===== src/rtl/tms_pkg.sv =====
package tms_pkg;
   localparam int unsigned LFSR_W = 16;
   localparam logic [LFSR_W-1:0] LFSR_SEED = 16'hACE1;
   localparam int unsigned MAX_LAYERS = 4;
endpackage


===== src/rtl/tms_lfsr.sv =====
module tms_lfsr #(
   parameter int unsigned W     = 16,
   parameter logic [W-1:0] SEED = 16'hACE1,
   parameter int unsigned OUT_W = 7
) (
   input  logic             clk,
   input  logic             rst_n,
   output logic [OUT_W-1:0] tap
);
   logic [W-1:0] state_q;
   logic         fb;

   generate
      if (OUT_W > W) begin : g_bad_out
         $error("tms_lfsr: OUT_W exceeds register width");
      end
      if (W == 16) begin : g_w16
         assign fb = state_q[15] ^ state_q[13] ^ state_q[12] ^ state_q[10];
      end else if (W == 8) begin : g_w8
         assign fb = state_q[7] ^ state_q[5] ^ state_q[4] ^ state_q[3];
      end else begin : g_bad_w
         $error("tms_lfsr: unsupported width");
         assign fb = state_q[W-1];
      end
   endgenerate

   always_ff @(posedge clk) begin
      if (!rst_n) state_q <= SEED;
      else        state_q <= {state_q[W-2:0], fb};
   end

   assign tap = state_q[OUT_W-1:0];
endmodule


===== src/rtl/tms_split.sv =====
module tms_split #(
   parameter int unsigned LAYER = 1,
   parameter int unsigned VW    = 4
) (
   input  logic          clk,
   input  logic          rst_n,
   input  logic          seed,
   input  logic [VW-1:0] x,
   output logic [VW-1:0] lo,
   output logic [VW-1:0] hi
);
   generate
      if (LAYER < 1 || VW < LAYER + 1) begin : g_bad
         $error("tms_split: value width too small for layer");
      end
   endgenerate

   logic          fresh_q;
   logic          pos_q;
   logic          odd;
   logic          want_pos;
   logic [VW-1:0] base;

   always_comb begin
      odd      = x[0];
      base     = x >> 1;
      want_pos = fresh_q ? seed : ~pos_q;
      lo       = base + VW'(odd & want_pos);
      hi       = base + VW'(odd & ~want_pos);
   end

   always_ff @(posedge clk) begin
      if (!rst_n) begin
         fresh_q <= 1'b1;
         pos_q   <= 1'b0;
      end else if (odd) begin
         fresh_q <= 1'b0;
         pos_q   <= want_pos;
      end
   end
endmodule


===== src/rtl/tms_tree.sv =====
module tms_tree #(
   parameter int unsigned LAYERS = 3,
   parameter int unsigned VW     = LAYERS + 1
) (
   input  logic                     clk,
   input  logic                     rst_n,
   input  logic [VW-1:0]            root,
   input  logic [(1<<LAYERS)-2:0]   seed,
   output logic [(1<<LAYERS)-1:0]   leaves
);
   localparam int unsigned ELEM  = 1 << LAYERS;
   localparam int unsigned NODES = 2 * ELEM;

   logic [VW-1:0] val [1:NODES-1];

   assign val[1] = root;

   generate
      for (genvar d = 0; d < LAYERS; d++) begin : g_lvl
         for (genvar j = 0; j < (1 << d); j++) begin : g_blk
            localparam int unsigned I = (1 << d) + j;
            tms_split #(.LAYER(LAYERS - d), .VW(VW)) u_sw (
               .clk  (clk),
               .rst_n(rst_n),
               .seed (seed[I-1]),
               .x    (val[I]),
               .lo   (val[2*I]),
               .hi   (val[2*I+1])
            );
         end
      end
      for (genvar e = 0; e < ELEM; e++) begin : g_leaf
         assign leaves[e] = (val[ELEM+e] != '0);
      end
   endgenerate
endmodule


===== src/rtl/tms_encoder.sv =====
module tms_encoder #(
   parameter int unsigned LAYERS = 3
) (
   input  logic                   clk,
   input  logic                   rst_n,
   input  logic [LAYERS:0]        code,
   output logic [(1<<LAYERS)-1:0] en
);
   import tms_pkg::*;

   localparam int unsigned ELEM = 1 << LAYERS;
   localparam int unsigned CW   = LAYERS + 1;
   localparam int unsigned NBLK = ELEM - 1;

   generate
      if (LAYERS < 1 || LAYERS > MAX_LAYERS) begin : g_bad_layers
         $error("tms_encoder: LAYERS out of supported range");
      end
      if (NBLK > LFSR_W) begin : g_bad_seed
         $error("tms_encoder: not enough LFSR bits for all blocks");
      end
   endgenerate

   logic [CW-1:0]   root;
   logic [NBLK-1:0] seeds;
   logic [ELEM-1:0] leaves;

   assign root = (code > CW'(ELEM)) ? CW'(ELEM) : code;

   tms_lfsr #(.W(LFSR_W), .SEED(LFSR_SEED), .OUT_W(NBLK)) u_lfsr (
      .clk  (clk),
      .rst_n(rst_n),
      .tap  (seeds)
   );

   tms_tree #(.LAYERS(LAYERS), .VW(CW)) u_tree (
      .clk   (clk),
      .rst_n (rst_n),
      .root  (root),
      .seed  (seeds),
      .leaves(leaves)
   );

   always_ff @(posedge clk) begin
      if (!rst_n) en <= '0;
      else        en <= leaves;
   end
endmodule


===== config.mk =====
export PLATFORM = sky130hd
export DESIGN_NAME = tms_encoder
export DESIGN_NICKNAME = d
export VERILOG_FILES = /design/src/rtl/tms_pkg.sv /design/src/rtl/tms_lfsr.sv /design/src/rtl/tms_split.sv /design/src/rtl/tms_tree.sv /design/src/rtl/tms_encoder.sv
export SDC_FILE = /design/constraint.sdc
export NUM_CORES = 1
export LEC_CHECK = 0
export ABC_AREA = 1
export BUFFER_PORTS_ARGS = -buffer_cell sky130_fd_sc_hd__buf_2
export CORE_ASPECT_RATIO = 1.4
export CORE_MARGIN = 5
export CORE_UTILIZATION = 60
export CTS_BUF_LIST = sky130_fd_sc_hd__clkbuf_2 sky130_fd_sc_hd__clkbuf_4 sky130_fd_sc_hd__clkbuf_8
export CTS_CLUSTER_SIZE = 16
export DETAILED_ROUTE_END_ITERATION = 6
export PLACE_DENSITY = 0.8
export SLEW_MARGIN = 15
export SYNTH_ARGS = -nofsm -noshare
export SYNTH_HDL_FRONTEND = slang
export SYNTH_SLANG_ARGS = --single-unit

===== constraint.sdc =====
create_clock -name clk -period 5.3 [get_ports clk]
set_input_delay 1.06 -clock clk [delete_from_list [all_inputs] [get_ports clk]]
set_output_delay 1.06 -clock clk [all_outputs]
set_load 0.02 [all_outputs]

Word-level counts from Yosys, hierarchy flattened
Index checks and enable logic that the tools add are counted.
{"block": "totals", "ff_bits": 38}
{"block": "classes", "n_lt_le_gt_ge": 1, "muxes": 8, "reduce_logical": 8, "addsub": 14, "bitwise": 31}
{"cell": "4-bit nonzero test", "n": 8}
{"cell": "3-bit by 1-bit adder with 4-bit output", "n": 7}
{"cell": "3-bit by 4-bit adder with 4-bit output", "n": 7}
{"cell": "1-bit by 4-bit bitwise AND with 4-bit output", "n": 7}
{"cell": "1-bit inverter with 4-bit output", "n": 7}
{"cell": "1-bit bitwise AND", "n": 7}
{"cell": "1-bit two-way mux", "n": 7}
{"cell": "1-bit inverter", "n": 7}
{"cell": "4-bit > comparator (second input constant)", "n": 1}
{"cell": "4-bit two-way mux", "n": 1}
{"cell": "1-bit bitwise XOR", "n": 3}

Logic depth before layout (Yosys ltp)
{"block": "depth", "ltp_word": 10, "mapped_depth": 13, "depth_no_buf": 13}

Hierarchy
Synthesis repeated with hierarchy kept, for this count alone.
{"block": "hier_totals", "cells_unflattened": 279, "hier_area_um2": 2188.3}
{"mod": "tms_split (u_tree.g_lvl[0].g_blk[0].u_sw ...)", "cells_each": 22, "area_per_inst_um2": 180.2, "n_inst": 4}
{"mod": "tms_lfsr", "cells_each": 72, "area_per_inst_um2": 589.3, "n_inst": 1}
{"mod": "tms_split (u_tree.g_lvl[2].g_blk[1].u_sw ...)", "cells_each": 21, "area_per_inst_um2": 178.9, "n_inst": 3}
{"mod": "tms_encoder", "cells_each": 32, "area_per_inst_um2": 251.5, "n_inst": 1}
{"mod": "tms_tree", "cells_each": 24, "area_per_inst_um2": 90.1, "n_inst": 1}

Least setup slack after synthesis
OpenSTA, ideal clock, no wires.
{"block": "synth_path", "kind": "input-to-reg", "startpoint": "input port code[0]", "endpoint": "register en[5]", "n_path_buf": 0, "setup_slack_ns": 2.550, "arrival_time_ns": 2.623, "cell_stages": 11, "path_cell_list": "inv_1 > nor2_4 > nand3_4 > inv_1 > ha_1 > xnor2_1 > inv_1 > ha_1 > ha_1 > nor3_1 > nor2_1"}
{"block": "synth_between", "elab_chain_cells": 9}
{"item": "start, declared", "line_no": "tms_encoder.sv:6", "source": "input logic [LAYERS:0] code,"}
{"item": "4-bit > comparator", "line_no": "tms_encoder.sv:28", "source": "assign root = (code > CW'(ELEM)) ? CW'(ELEM) : code;"}
{"item": "4-bit two-way mux *", "line_no": "tms_encoder.sv:28"}
{"item": "1-bit by 4-bit bitwise AND with 4-bit output", "line_no": "tms_split.sv:29", "source": "hi = base + VW'(odd & ~want_pos);"}
{"item": "3-bit by 4-bit adder with 4-bit output *", "line_no": "tms_split.sv:29"}
{"item": "1-bit bitwise AND", "line_no": "tms_split.sv:28", "source": "lo = base + VW'(odd & want_pos);"}
{"item": "3-bit by 1-bit adder with 4-bit output *", "line_no": "tms_split.sv:28"}
{"item": "1-bit by 4-bit bitwise AND with 4-bit output", "line_no": "tms_split.sv:29"}
{"item": "3-bit by 4-bit adder with 4-bit output *", "line_no": "tms_split.sv:29"}
{"item": "4-bit nonzero test *", "line_no": "tms_tree.sv:33", "source": "assign leaves[e] = (val[ELEM+e] != '0);"}
{"item": "end signal, assigned", "line_no": "tms_encoder.sv:46", "source": "else en <= leaves;"}
{"item": "end, declared", "line_no": "tms_encoder.sv:7", "source": "output logic [(1<<LAYERS)-1:0] en"}
Mark *: on every way between the ends. The rest lies on a longest branch, timed or not.
A chain may end at the register's enable or synchronous reset.

Final worst setup path
{"block": "layout_path", "startpoint": "input port code[3]", "endpoint": "register en[5]"}
Same word-level chain as after synthesis.

==> impl_results.md <==
- Hpwl dp: 2120 um
- HP Class: flop to flop
- Max FO, Critical Path: 6
- Grt ovf: 0
- Number of flops mapped to enable cells by yosys: 0
- Fin nets: 258
- Antenna diodes: 0
- #FFs+latches synth: 38
- WHS: 415 ps
- # rows: 23
- Design area: 0.00202 mm^2
- First-pass GRT wire length: 5350 um
- Normalized max-slew margin: 63.1%
- Ys flop type: dfxtp_1
- Syn nets: 241
- Final hold vios: 0
- Total GRT Usage: 16.9%
- Vias after detailed routing: 1302
- Post-synth top cells: nand2_1, dfxtp_1, inv_1
- DR WL/cell: 10.5 um
- Die height: 74.9 um
- Largest cells by area after synthesis: dfxtp_1, ha_1, nand2_1, inv_1, nor2_1
- VDD IR max: 0.329 mV
- Most common cell in the synthesized netlist: nand2_1
- I/O Buffers: 13
- Dpl cell area: 0.00191 mm^2
- RSZ-0062 raised after global routing: no
- Slowest CP cell: ha_1
- Fill cells: 250
- Yosys cell types: 23
- Vias in the first global route: 1253
- Num ports: 14
- Drt first-iter violations: 53
- Worst-path clk slew: 70 ps
- Area Overhead vs Synth: 11.8%
- Clock Sinks: 38
- Critical Path End Type: flop
- Max-Cap Viols: 0
- Syn Area/Cell: 8.25 um^2
- Via-to-Cell Ratio: 4.75
- Outcome: finished clean
- Slowest stage delay, CP: 320 ps
- Max-slew violation count: 0
- Post_cts resized: 0
- Gate Count Post-Synth: 219
- Initial core utilization: 62.8%
- First-pass DRT Iterations: 4
- Reg area: 761 um^2
- Synthesized area: 0.00181 mm^2
- Die ar.: 0.00422 mm^2
- Worst-skew pair later-pin latency: 290 ps
- Worst Clk Skew: 5.34 ps
- Post-synthesis sequential area ratio: 42.1%
- Critical Path RT: 5460 ps
- RD Place Congestion: 0.768
- CTS Buffer Depth: 2
- Drc violations: 0
- Die width: 56.4 um
- Initial antenna violation count: 0
- Most used cell, CP: ha_1
- Setup CP Type: input pin to flop
- Root Buffer: clkbuf_8
- Critical path cell sequence: buf_2 > inv_2 > nand2_4 > inv_2 > nand3_4 > inv_1 > ha_1 > xnor2_1 > inv_1 > ha_1 > ha_1 > nor3_1 > nor2_1
- Num CTS Buffers: 5
- Family with the most delay on the worst path: adder cells
- CP startpoint kind: input pin
- Buf/Inv on CP: 5
- Crit path time final: 2790 ps
- Largest net degree at the start of global routing: 22
- Multi-input gate area: 900 um^2
- P_leak: 1.08 nW
- Finished Core Util: 70.2%
- Arrival @ worst endpoint: 2950 ps
- Share of layout cells above drive strength 1: 22.4%
- Fmax: 358 MHz
- Top-area cell type share of the netlist area: 42.1%
- Hold Buf Count CTS: 0
- CTS tree: done
- Post-CTS setup buffers: 0
- Yosys top cell by area: dfxtp_1
- Routed WL: 2880 um
- Slew @ Worst Pin: 552 ps
- Setup tns final: 0 ps
- Ys Warns: 0
- Final setup viols: 0
- Fin crit share: 52.6%
- FFs w/ async S/R, synth: 0%
- H-tree depth: 2
- Cell Pwr Density: 348 mW/mm^2
- Core region area: 0.00288 mm^2
- Post-DRT Antenna Nets: 0
-- power breakdown --
group	switching, W	total [W]	internal (W)
combinational	0.0000851	0.000137	0.0000514
clock	0.0000999	0.000240	0.000140
sequential	0.0000123	0.000328	0.000315
total	0.000197	0.000704	0.000507
-- registers in the layout, summed over array words and instances, names as in the netlist --
signal / count
en: 8
u_lfsr.state_q: 16
u_tree.g_lvl.g_blk.u_sw.fresh_q: 7
u_tree.g_lvl.g_blk.u_sw.pos_q: 7
-- final timing paths --
kind / cells after the start / to / start / slack (ps)
worst max-delay path: 13 / en[5] / code[3] / 2510
worst min-delay path: 1 / u_lfsr.state_q[15] / u_lfsr.state_q[14] / 410
worst max register to register: 12 / en[5] / u_tree.g_lvl[0].g_blk[0].u_sw.fresh_q / 3030
worst min register to register: 1 / u_lfsr.state_q[15] / u_lfsr.state_q[14] / 410
-- layer usage --
metal  share of wire [%]  vias to the layer above  GRT usage [%]
met5                   0                        -              0
met4                 2.4                        0           10.3
met3                 3.5                        4           4.97
met2                  49                       16           28.9
met1                  45                      572           18.7
li1                    -                      710              -
-- layout make-up --
cell class	count	share of cell area, %
Clock inverter	3	2.23
Sequential cell	38	37.6
Multi-Input combinational cell	142	44.5
Tap cell	37	2.29
Inverter	36	6.69
Timing Repair Buffer	13	3.22
Clock buffer	5	3.41
-- cells in the final DEF, fill, tap and decap left out, types with 6 or more instances in the layout --
master    n
ha_1     16
inv_1    34
dfxtp_1  38
a21oi_1   9
nand2_1  40
or2_2     9
o21ai_0  12
buf_2    13
nor2_1   19
nand2_2   6
-- cell families after synthesis --
kind of cell / share of synthesized area (%)
AND/OR/NAND/NOR: 29.1
flip-flops: 42.1
adder cells (fa/ha/maj): 11.1
XOR/XNOR: 2.91
AO/OA/AOI/OAI: 6.72
buffers and inverters: 8.10
-- per-stage QoR --
| stage | setup WS, ps | instances | total power, W |
|---|---|---|---|
| floorplan | 2550 | 219 | 0.000440 |
| global placement | 2270 | 266 | 0.000467 |
| detailed placement | 2230 | 266 | 0.000471 |
| CTS | 2510 | 274 | 0.000714 |
| global route | 2350 | 274 | 0.000749 |
| finish | 2510 | 274 | 0.000704 |
(Power assumes the default switching activity.)
